`src/rtl/apt_pkg.sv`:
```
package apt_pkg;

  typedef enum logic [2:0] {
    CMD_NOP = 3'd0,
    CMD_ACT = 3'd1,
    CMD_RD  = 3'd2,
    CMD_RDA = 3'd3,
    CMD_WR  = 3'd4
  } cmd_e;

  typedef enum logic [1:0] {
    BS_IDLE  = 2'd0,
    BS_OPEN  = 2'd1,
    BS_BURST = 2'd2,
    BS_PRE   = 2'd3
  } bstate_e;

  typedef enum logic [2:0] {
    EC_NONE       = 3'd0,
    EC_ACT_OPEN   = 3'd1,
    EC_ACT_PRE    = 3'd2,
    EC_COL_CLOSED = 3'd3,
    EC_CAS_INT    = 3'd4
  } ecause_e;

  // per-bank view of the command in this cycle
  typedef struct packed {
    logic act;  // row open request
    logic col;  // any column command
    logic ap;   // column command with auto-precharge
    logic rd;   // column command that returns data
  } op_t;

endpackage

```
`src/rtl/apt_cmd_dec.sv`:
```
module apt_cmd_dec
  import apt_pkg::*;
#(
  parameter int NB = 4,
  localparam int BW = $clog2(NB)
) (
  input  logic [2:0]     cmd,
  input  logic [BW-1:0]  bank,
  output op_t [NB-1:0]   ops
);

  op_t op_c;

  always_comb begin
    op_c = '0;
    case (cmd)
      CMD_ACT: op_c.act = 1'b1;
      CMD_RD:  begin op_c.col = 1'b1; op_c.rd = 1'b1; end
      CMD_RDA: begin op_c.col = 1'b1; op_c.rd = 1'b1; op_c.ap = 1'b1; end
      CMD_WR:  op_c.col = 1'b1;
      default: op_c = '0;
    endcase
  end

  always_comb begin
    for (int i = 0; i < NB; i++) begin
      ops[i] = (bank == BW'(i)) ? op_c : '0;
    end
  end

endmodule

```
`src/rtl/apt_bank.sv`:
```
module apt_bank
  import apt_pkg::*;
#(
  parameter int TRAS = 6,
  parameter int TRP  = 3,
  parameter int HALF = 2
) (
  input  logic    clk,
  input  logic    rst_n,
  input  op_t     op,
  output bstate_e st,
  output logic    ready,
  output ecause_e err,
  output logic    rd_go
);

  localparam int RASW = $clog2(TRAS + 1);
  localparam int RPW  = (TRP > 1) ? $clog2(TRP) : 1;
  localparam int HW   = $clog2(HALF + 1);
  localparam logic [RASW-1:0] RAS_FULL  = RASW'(TRAS);
  localparam logic [RASW-1:0] RAS_LAST  = RASW'(TRAS - 1);
  localparam logic [HW-1:0]   HALF_FULL = HW'(HALF);
  localparam logic [HW-1:0]   HALF_LAST = HW'(HALF - 1);
  localparam logic [RPW-1:0]  RP_LOAD   = RPW'(TRP - 1);

  bstate_e         st_q, st_d;
  logic [RASW-1:0] ras_q, ras_d;   // cycles since ACTIVE, saturating
  logic [HW-1:0]   bl_q, bl_d;     // cycles since auto-precharge read
  logic [RPW-1:0]  rp_q, rp_d;     // precharge cycles left after this one
  logic            cnt_en;

  always_comb begin
    st_d   = st_q;
    ras_d  = ras_q;
    bl_d   = bl_q;
    rp_d   = rp_q;
    err    = EC_NONE;
    rd_go  = 1'b0;
    cnt_en = 1'b0;
    case (st_q)
      BS_IDLE: begin
        if (op.act) begin
          st_d   = BS_OPEN;
          ras_d  = RASW'(1);
          cnt_en = 1'b1;
        end else if (op.col) begin
          err = EC_COL_CLOSED;
        end
      end
      BS_OPEN: begin
        cnt_en = 1'b1;
        if (ras_q != RAS_FULL) ras_d = ras_q + 1'b1;
        if (op.act) begin
          err = EC_ACT_OPEN;
        end else if (op.col) begin
          rd_go = op.rd;
          if (op.ap) begin
            st_d = BS_BURST;
            bl_d = HW'(1);
          end
        end
      end
      BS_BURST: begin
        cnt_en = 1'b1;
        if (ras_q != RAS_FULL) ras_d = ras_q + 1'b1;
        if (bl_q != HALF_FULL) bl_d = bl_q + 1'b1;
        if (op.act)      err = EC_ACT_OPEN;
        else if (op.col) err = EC_CAS_INT;
        // both limits are met in the coming cycle
        if (bl_q >= HALF_LAST && ras_q >= RAS_LAST) begin
          st_d = BS_PRE;
          rp_d = RP_LOAD;
        end
      end
      BS_PRE: begin
        cnt_en = 1'b1;
        if (op.act)      err = EC_ACT_PRE;
        else if (op.col) err = EC_COL_CLOSED;
        if (rp_q == '0) begin
          st_d  = BS_IDLE;
          ras_d = '0;
          bl_d  = '0;
        end else begin
          rp_d = rp_q - 1'b1;
        end
      end
      default: st_d = BS_IDLE;
    endcase
  end

  always_ff @(posedge clk or negedge rst_n) begin
    if (!rst_n) begin
      st_q  <= BS_IDLE;
      ras_q <= '0;
      bl_q  <= '0;
      rp_q  <= '0;
    end else if (cnt_en) begin
      st_q  <= st_d;
      ras_q <= ras_d;
      bl_q  <= bl_d;
      rp_q  <= rp_d;
    end
  end

  assign st    = st_q;
  assign ready = (st_q == BS_IDLE) && (rp_q == '0);

  p_rda_enters_burst_r3: assert property (@(posedge clk) disable iff (!rst_n)
    (st_q == BS_OPEN && op.ap) |=> (st_q == BS_BURST));

  p_pre_after_ras_r4: assert property (@(posedge clk) disable iff (!rst_n)
    (st_q == BS_BURST) |=> (st_q != BS_PRE || ras_q == RAS_FULL));

  p_act_blocked_in_pre_r5: assert property (@(posedge clk) disable iff (!rst_n)
    (st_q == BS_PRE && op.act) |=> (st_q != BS_OPEN));

  p_cas_int_keeps_burst_r6: assert property (@(posedge clk) disable iff (!rst_n)
    (st_q == BS_BURST && op.col) |=> (st_q == BS_BURST || st_q == BS_PRE));

  p_col_closed_ignored_r7: assert property (@(posedge clk) disable iff (!rst_n)
    (st_q == BS_IDLE && op.col) |=> (st_q == BS_IDLE));

endmodule

```
`src/rtl/apt_rd_window.sv`:
```
module apt_rd_window #(
  parameter int CL = 3,
  parameter int BL = 4
) (
  input  logic clk,
  input  logic rst_n,
  input  logic go,
  output logic rd_valid
);

  // tap i holds a read issued i+1 cycles ago
  localparam int SL = CL + BL - 1;

  logic [SL-1:0] sh_q;

  always_ff @(posedge clk or negedge rst_n) begin
    if (!rst_n) sh_q <= '0;
    else        sh_q <= {sh_q[SL-2:0], go};
  end

  assign rd_valid = |sh_q[SL-1:CL-1];

endmodule

```
`src/rtl/apt_bank_tracker.sv`:
```
module apt_bank_tracker
  import apt_pkg::*;
#(
  parameter int NB   = 4,
  parameter int TRAS = 6,
  parameter int TRP  = 3,
  parameter int CL   = 3,
  parameter int BL   = 4,
  localparam int BW  = $clog2(NB)
) (
  input  logic            clk,
  input  logic            rst_n,
  input  logic [2:0]      cmd,
  input  logic [BW-1:0]   cmd_bank,
  output logic [2*NB-1:0] bank_state,
  output logic [NB-1:0]   act_ready,
  output logic            illegal,
  output logic [2:0]      illegal_cause,
  output logic            rd_valid
);

  // reset: immediate assertion, release after two clock edges
  logic [1:0] rs_q;
  logic       rst_i;

  always_ff @(posedge clk or negedge rst_n) begin
    if (!rst_n) rs_q <= 2'b00;
    else        rs_q <= {rs_q[0], 1'b1};
  end
  assign rst_i = rs_q[1];

  op_t [NB-1:0] ops;
  ecause_e      errs [NB];
  logic [NB-1:0] go_w;

  apt_cmd_dec #(.NB(NB)) u_dec (
    .cmd  (cmd),
    .bank (cmd_bank),
    .ops  (ops)
  );

  for (genvar g = 0; g < NB; g++) begin : g_bank
    bstate_e st_w;
    apt_bank #(.TRAS(TRAS), .TRP(TRP), .HALF(BL / 2)) u_bank (
      .clk   (clk),
      .rst_n (rst_i),
      .op    (ops[g]),
      .st    (st_w),
      .ready (act_ready[g]),
      .err   (errs[g]),
      .rd_go (go_w[g])
    );
    assign bank_state[2*g +: 2] = st_w;
  end

  logic [2:0] err_or;
  always_comb begin
    err_or = '0;
    for (int i = 0; i < NB; i++) err_or = err_or | errs[i];
  end

  logic       ill_q;
  logic [2:0] cause_q;

  always_ff @(posedge clk or negedge rst_i) begin
    if (!rst_i) begin
      ill_q   <= 1'b0;
      cause_q <= '0;
    end else begin
      ill_q   <= (err_or != '0);
      cause_q <= err_or;
    end
  end

  assign illegal       = ill_q;
  assign illegal_cause = cause_q;

  apt_rd_window #(.CL(CL), .BL(BL)) u_rdw (
    .clk      (clk),
    .rst_n    (rst_i),
    .go       (|go_w),
    .rd_valid (rd_valid)
  );

  p_illegal_after_cmd_r9: assert property (@(posedge clk) disable iff (!rst_i)
    illegal |-> ($past(cmd) != 3'd0));

endmodule

```
`config.mk`:
```
export PLATFORM = sky130hd
export DESIGN_NAME = apt_bank_tracker
export DESIGN_NICKNAME = d
export VERILOG_FILES = /design/src/rtl/apt_pkg.sv /design/src/rtl/apt_cmd_dec.sv /design/src/rtl/apt_bank.sv /design/src/rtl/apt_rd_window.sv /design/src/rtl/apt_bank_tracker.sv
export SDC_FILE = /design/constraint.sdc
export NUM_CORES = 1
export LEC_CHECK = 0
export ABC_AREA = 1
export CAP_MARGIN = 15
export CORE_ASPECT_RATIO = 0.5
export CORE_MARGIN = 2
export CORE_UTILIZATION = 63
export DETAILED_ROUTE_END_ITERATION = 7
export GPL_ROUTABILITY_DRIVEN = 0
export PLACE_DENSITY = 0.85
export SYNTH_ARGS = -nofsm -noshare
export SYNTH_HDL_FRONTEND = slang
export SYNTH_SLANG_ARGS = --single-unit
```
`constraint.sdc`:
```
create_clock -name clk -period 4.25 [get_ports clk]
set_clock_uncertainty 0.1 [all_clocks]
set_input_delay 0.425 -clock clk [delete_from_list [all_inputs] [get_ports clk]]
set_output_delay 0.425 -clock clk [all_outputs]
set_load 0.01 [all_outputs]
```
# Word-level counts from Yosys, hierarchy flattened

Cells that the tools add are included.

Flip-flop bits (word level): 48
Bits of input ports: 7
Output and inout port bits: 17
Logic and storage cells: 292

$add $sub $neg: 12
Order comparisons: 8
Eq/ne operators: 63
Muxes and demuxes: 132
Bitwise operators: 3
Reduce and logical (&&, ||, !) cells: 54

Operators with widths:

| cell                | number |
|---|---|
| $mux 2              | 55 |
| $mux 3              | 25 |
| $ne 2x1->1 const B  | 28 |
| $reduce_and 7->1    | 8 |
| $pmux 3 s4          | 4 |
| $pmux 3 s3          | 4 |
| $pmux 2 s4          | 4 |
| $reduce_and 4->1    | 8 |
| $mux 1              | 24 |
| $ne 2x2->1 const B  | 12 |
| $pmux 2 s3          | 4 |
| $eq 2x2->1 const B  | 10 |
| $logic_not 2->1     | 9 |
| $mux 4              | 4 |
| $pmux 2 s2          | 4 |
| $reduce_bool 3->1   | 5 |
| $reduce_or 3->1     | 5 |
| $add 3x1->3 const B | 4 |
| $ge 3x3->1 const B  | 4 |
| $ne 3x3->1 const B  | 4 |
| $eq 2x1->1 const B  | 5 |
| $reduce_or 2->1     | 5 |
| $or 3x3->3          | 3 |
| $add 2x1->2 const B | 4 |
| 9 further kinds     | 30 |

# Logic depth before layout (Yosys ltp)

Gate-level depths: netlist of run 1.

Depth after elaboration: 11
Mapped depth: 10
Gate-level depth less buffers: 10

# Modules after synthesis

A second synthesis of run 1 with hierarchy kept.

Cells, all modules: 468
Area, all modules: 3438.3 sq um

Modules (own cells, without submodules):

| module                           | times used | cells each | area an instance (sq um) | sequential area each (sq um) |
|---|---|---|---|---|
| apt_bank at g_bank[0].u_bank ... | 2          | 103        | 737.0                    | 225.2 |
| apt_bank at g_bank[2].u_bank     | 1          | 104        | 745.7                    | 225.2 |
| apt_bank at g_bank[3].u_bank     | 1          | 96         | 718.2                    | 225.2 |
| apt_bank_tracker                 | 1          | 24         | 221.5                    | 150.1 |
| apt_rd_window                    | 1          | 9          | 161.4                    | 150.1 |
| apt_cmd_dec                      | 1          | 29         | 117.6                    | 0.0 |

# Least setup slack after synthesis of run 1

No wires, ideal clock.

Path kind: reg2out
Start: register g_bank[3].u_bank.st_q[0]
End: output port act_ready[3]
Arrival: 1.094 ns
Data required time: 3.725 ns
Setup slack: 2.631 ns
Stages on the path, launching flop included: 7
Path through: dfrtp_1 > inv_1 > ha_1 > clkbuf_1 > nand2_1 > inv_1 > buf_4

Word-level cells in the longest chain between the ends: 2

Ends and longest elaborated chain:

| element                  | line                   | text |
|---|---|---|
| start: declaration       | apt_bank.sv:26         | `bstate_e st_q, st_d;` |
| start signal: assignment | apt_bank.sv:98         | `st_q <= st_d;` |
| $logic_not 2->1          | apt_bank.sv:106        | `assign ready = (st_q == BS_IDLE) && (rp_q == '0);` |
| $logic_and 1x1->1        | apt_bank.sv:106        |  |
| end: declaration         | apt_bank_tracker.sv:16 | `output logic [NB-1:0] act_ready,` |

Every way passes these cells.

# Final worst setup path of run 1

Same ends and word-level chain as after synthesis.

==> flow_summary.ini, run 1 <==
[clock_tree]
post_cts_buffers = 0
cts_tree = yes
cts_resized = 0
cts.clk_slew.worst_paths_ps = 100
cts-root-buf = clkbuf_8
hold_buffers = 0
cts_buffer_depth = 2
clkSinkCount = 48
cts_max_level = 2
cts_buffers = 5
worstSkewPairLatency_ps = 320

[synthesis]
synth_nets = 471
seq_area_frac_synth_pct = 36.98
ys_seq_elements = 48
yosys_warnings = 0
synth-edff-count = 0
synthCells = 421
netlist_area_mm2 = 0.003248
ys_top_cells_by_count = nand2_1 (95), inv_1 (63), dfrtp_1 (48)
async_flop_share_pct = 100.0
syn_avg_cell_area_um2 = 7.715
synth_cell_types = 30
synthFlopType = dfrtp_1
synth_top_area_share_pct = 36.98
synth_most_common_cell = nand2_1
synth.top_cells.by_area = dfrtp_1 (37%), ha_1 (17%), nand2_1 (11%), inv_1 (7.3%), o21ai_1 (5.1%)
synth_top_area_cell = dfrtp_1

[timing]
slew_violations = 0
fin_tns_setup_ps = 0
worstMarginPinSlew_ps = 1037
hold_ws_ps = 152.3
hold_violations = 0
min_period_over_period_pct = 55.84
maxClockFrequency_mhz = 421.4
period_needed_ps = 2373
rsz0062_at_grt = false
relSlewSlack_pct = 30.89
setup_viol = 0

[global_routing]
grt_max_degree = 47
grtUsageTotal_pct = 25.48
antenna_found_initial = 0
gr-total-overflow = 0
grt_pass1_wl_um = 11510
grt_pass1_vias = 2637

[routing]
wl_per_cell_um = 13.75
drt_iter0_markers = 151
wirelength_um = 7097
vias = 2809
drtAntennaViolNets = 0
drc_errors = 0
first_pass_iters = 5
vias_per_cell = 5.444
wl_met3_um = 319
highest_layer = met4
wl_met2_um = 3560
met1_length_um = 3151

[power_and_ir_drop]
leakagePower_nw = 1.861
p_int_mw = 1.334
p_comb_share_pct = 58.3
switching_share_pct = 48.42
pwr-share-seq_pct = 30.0
clockPowerShare_pct = 11.6
switching_power_mw = 1.253
ir_worst_vdd_uv = 416.3
powerDensity_mw_per_mm2 = 713.1

[critical_path]
critPathCaptureType = output pin
crit-reg2reg-launch = g_bank[1].u_bank.st[1]
path_class = reg -> out
cp.required_ps = 3720
path_delay_family = buffers and inverters
crit_path_max_incr_delay_ps = 520
cp_common_cell = inv_1
cp-startpoint = g_bank[3].u_bank.st[0]
start_kind = register
crit_chain = inv_1, ha_1, nand2_1, inv_1, clkdlybuf4s50_1
worstPathMaxFanout = 8
worstPathArrival_ps = 1850
crit_buf_inv = 3
critical-path-slowest-cell = clkdlybuf4s50_1

[floorplan]
start_util_pct = 65.56
rows = 18
fp.coreArea_mm2 = 0.004955
die_height_um = 54.78
ios = 24
dieArea_mm2 = 0.005781
die_w_um = 105.5

[place]
dp.cells = 508
io_buffer_count = 23
postPlaceCellArea_mm2 = 0.003530
hpwlAfterDp_um = 5341

[status]
status = completed

[min_path]
hp-class = in -> async

[layout]
drive_above_1_share_pct = 8.072
fin_nets = 495
syn2layout_area_growth_pct = 11.67
finalNonFillerCells = 516
post-route-util_pct = 73.21
stdcell_area_mm2 = 0.003627
antenna_cells = 0
n_fill_cell = 374

[flow_run]
drv_cap = 0
worst paths after layout:
kind,slack [ps],depth (start not counted),end
min reg2reg,260,0,rs_q[1]
min in group clk,260,0,rs_q[1]
max,1880,5,act_ready[3]
max reg2reg,2440,6,g_bank[1].u_bank.rp_q[1]
min,150,1,rs_q[1]
max in group asynchronous,3040,0,g_bank[2].u_bank.rp_q[1]
state kept, by name, indices dropped and copies added (netlist names):
| register | flops |
|---|---|
| illegal | 1 |
| g_bank.u_bank.ras_q | 12 |
| u_rdw.sh_q | 6 |
| g_bank.u_bank.rp_q | 8 |
| rs_q | 2 |
| g_bank.u_bank.st | 8 |
| g_bank.u_bank.bl_q | 8 |
| illegal_cause | 3 |
metal layers:
metal	vias to the layer above	track usage, %
met5	-	0
met4	0	7.456
met3	11	5.238
met2	76	48.49
met1	1333	30.39
li1	1389	-
cells by family after synthesis:
group | synth area share, %
other | 0.1155
flip-flops | 36.98
buffers and inverters | 9.476
adder cells (fa/ha/maj) | 16.56
AO/OA/AOI/OAI | 11.21
AND/OR/NAND/NOR | 25.12
XOR/XNOR | 0.5394
metrics by stage:
stage / setup WS [ps] / total power [mW]
after CTS: 1869 / 2.573
final: 1877 / 2.587
after floorplan: 2631 / 1.831
after detailed placement: 2087 / 2.262
after global placement: 2206 / 2.145
after global routing: 1785 / 2.832
power by group through the flow:
stage	registers, mW	clock network (mW)	logic, mW
2_1_floorplan	0.770	0	1.06
5_1_grt	0.804	0.324	1.70
3_3_place_gp	0.767	0	1.38
4_1_cts	0.776	0.302	1.50
3_5_place_dp	0.784	0	1.48
6_report	0.777	0.301	1.51
cells in the final DEF, fill, tap and decap left out, drive strengths merged, types with 4 or more instances in the layout:
cell type,synthesis,routed
a21oi,19,19
clkbuf,2,6
clkdlybuf4s50,0,23
dfrtp,48,48
ha,43,43
inv,72,72
nand2,98,98
nand3,22,22
nand4,13,13
nor2,40,40
nor3,4,4
o21ai,43,43
cell type report:
class                      count  area [µm²]  share of cell area (%)
multi-input combinational    295        1739                   47.95
timing repair buffer          23       230.2                   6.347
clock inverter                 2       15.01                  0.4139
inverter                      72       270.3                   7.451
tap                           70       87.58                   2.415
sequential                    48        1202                   33.15
clock buffer                   6       82.58                   2.277
Note: power is estimated with default switching activity, not from simulation.
==> run 2: changes to the inputs <==
--- a/config.mk
+++ b/config.mk
@@ -9,10 +9,10 @@
 export CAP_MARGIN = 15
 export CORE_ASPECT_RATIO = 0.5
 export CORE_MARGIN = 2
-export CORE_UTILIZATION = 63
+export CORE_UTILIZATION = 53
 export DETAILED_ROUTE_END_ITERATION = 7
 export GPL_ROUTABILITY_DRIVEN = 0
-export PLACE_DENSITY = 0.85
+export PLACE_DENSITY = 0.76
 export SYNTH_ARGS = -nofsm -noshare
 export SYNTH_HDL_FRONTEND = slang
 export SYNTH_SLANG_ARGS = --single-unit
==> constraint.sdc (replaced) <==
create_clock -name clk -period 1.9 [get_ports clk]
set_clock_uncertainty 0.1 [all_clocks]
set_input_delay 0.19 -clock clk [delete_from_list [all_inputs] [get_ports clk]]
set_output_delay 0.19 -clock clk [all_outputs]
set_load 0.01 [all_outputs]
==> flow_summary.ini, run 2 (synthesized netlist as in run 1, its figures left out) <==
[power_and_ir_drop]
clockPowerShare_pct = 14.6
p_int_mw = 3.326
total_power_mw = 6.066
p_comb_share_pct = 58.0
leakagePower_nw = 2.020
ir_worst_vdd_uv = 665.9
powerDensity_mw_per_mm2 = 1584
switching_power_mw = 2.740
pwr-share-seq_pct = 27.4
switching_share_pct = 45.17

[timing]
min_period_over_period_pct = 93.06
layout_setup_ws_ps = 131.9
worstMarginPinSlew_ps = 530.2
setup_viol = 0
maxClockFrequency_mhz = 565.6
hold_ws_ps = 149.0
relSlewSlack_pct = 64.65
slew_violations = 0
rsz0062_at_grt = false
hold_violations = 0
fin_tns_setup_ps = 0
period_needed_ps = 1768

[critical_path]
worstPathMaxFanout = 6
critPathCaptureType = register
cp.required_ps = 1980
worstPathArrival_ps = 1850
r2r_slack_ps = 130
path_class = reg -> reg
reg2reg_to = g_bank[1].u_bank.st[0]
start_kind = register
crit-reg2reg-launch = g_bank[1].u_bank.st[1]
ff2ff_path_depth = 8

[clock_tree]
cts_max_level = 2
cts-root-buf = clkbuf_16
clkSinkCount = 48
cts_tree = yes
cts.clk_slew.worst_paths_ps = 70
cts_buffers = 5
worstSkewPairLatency_ps = 290
cts_buffer_depth = 2

[floorplan]
rows = 20
die_w_um = 114.7
die_height_um = 59.36
start_util_pct = 54.08
dieArea_mm2 = 0.006809
ios = 24
fp.coreArea_mm2 = 0.006006

[layout]
n_fill_cell = 509
final_common_cell = nand2_1
drive_above_1_share_pct = 12.64
syn2layout_area_growth_pct = 17.87
largest_register = g_bank.u_bank.ras_q
largest_reg_flops = 12
final_cell_mix = nand2_1 (95), inv_1 (59), dfrtp_1 (47), ha_1 (37), o21ai_1 (33)
finalNonFillerCells = 536
stdcell_area_mm2 = 0.003829
post-route-util_pct = 63.75
fin_nets = 508
antenna_cells = 0

[global_routing]
gr-max-usage-layer = met2
antenna_found_initial = 0
gr-total-overflow = 0
grtUsageMet2_pct = 32.80
grt_max_degree = 25
grt_pass1_vias = 2505
grt_pass1_wl_um = 11010
met3_usage_pct = 4.703
grtUsageTotal_pct = 20.48
gr-usage-met1_pct = 28.78

[place]
dp.cells = 519
pre_cts_slack_ps = 5.983
hpwlAfterDp_um = 4740
postPlaceCellArea_mm2 = 0.003581
io_buffer_count = 23

[routing]
first_pass_iters = 5
wl_per_cell_um = 12.16
vias = 2735
drc_errors = 0
vias_per_cell = 5.103
drtAntennaViolNets = 0
wirelength_um = 6520
drt_iter0_markers = 154

[flow_run]
drv_cap = 0

[status]
status = completed

[min_path]
hp-class = reg -> async
## run 2: cell count changes in the layout (fill, tap and decap cells not counted), moves of 2 or more
cell             change
inv_2                +4
ha_1                 -6
clkinvlp_4           -2
buf_4               +11
clkinv_2             +2
clkbuf_16            +5
clkbuf_8             -6
clkdlybuf4s50_1      -5
ha_2                 +5
dlymetal6s2s_1       +4
inv_1                -4
## run 2: routing by layer
layer / vias up / wire, µm
met5: - / 0
met4: 0 / 53
li1: 1414 / -
met1: 1280 / 3382
met3: 7 / 238
met2: 34 / 2846
## run 2: area by class of cell
class                   instances  area (µm²)  area share, %
flip-flops and latches         48        1202          31.41
multi-input cells             295        1764          46.08
well taps                      77       96.34          2.516
clock inverters                 3       18.77         0.4902
repair buffers                 36       351.6          9.183
clock buffers                   5       125.1          3.268
inverters                      72       270.3          7.059
## run 2: how the worst max path moves through the flow
stage / startpoint / end / slack [ps] / cells past startpoint
final: g_bank[1].u_bank.st[1] / g_bank[1].u_bank.st[0] / 130 / 8
after global routing: g_bank[0].u_bank.st[0] / g_bank[0].u_bank.bl_q[0] / 20 / 8
after CTS: g_bank[3].u_bank.rp_q[0] / act_ready[3] / 10 / 5
after detailed placement: cmd[1] / g_bank[3].u_bank.bl_q[0] / 6 / 11
after global placement: cmd[0] / g_bank[3].u_bank.bl_q[1] / 50 / 10
after floorplan: g_bank[2].u_bank.st[0] / illegal / 330 / 9
## run 2: worst max-delay path, cell delays in order, from the launching register on
cell,delay [ps]
dfrtp_1,380
buf_4,140
ha_1,270
inv_1,110
or2_2,320
o21ai_1,130
nor2_2,80
o21ai_1,70
nand2_1,60
## run 2: power groups by stage
stage          logic [mW]  clock network [mW]  registers (mW)
2_1_floorplan        2.37                   0            1.72
3_3_place_gp         3.17                   0            1.72
3_5_place_dp         3.23                   0            1.74
4_1_cts              3.50               0.906            1.66
5_1_grt              4.02               0.943            1.72
6_report             3.52               0.887            1.66
## run 2: what timing repair did
item	4_1_cts	5_1_grt
setup buffers	8	0
endpoints found under the setup margin	5	4
hold buffers	1	0
gates resized for setup	7	9
endpoints found under the hold margin	2	0
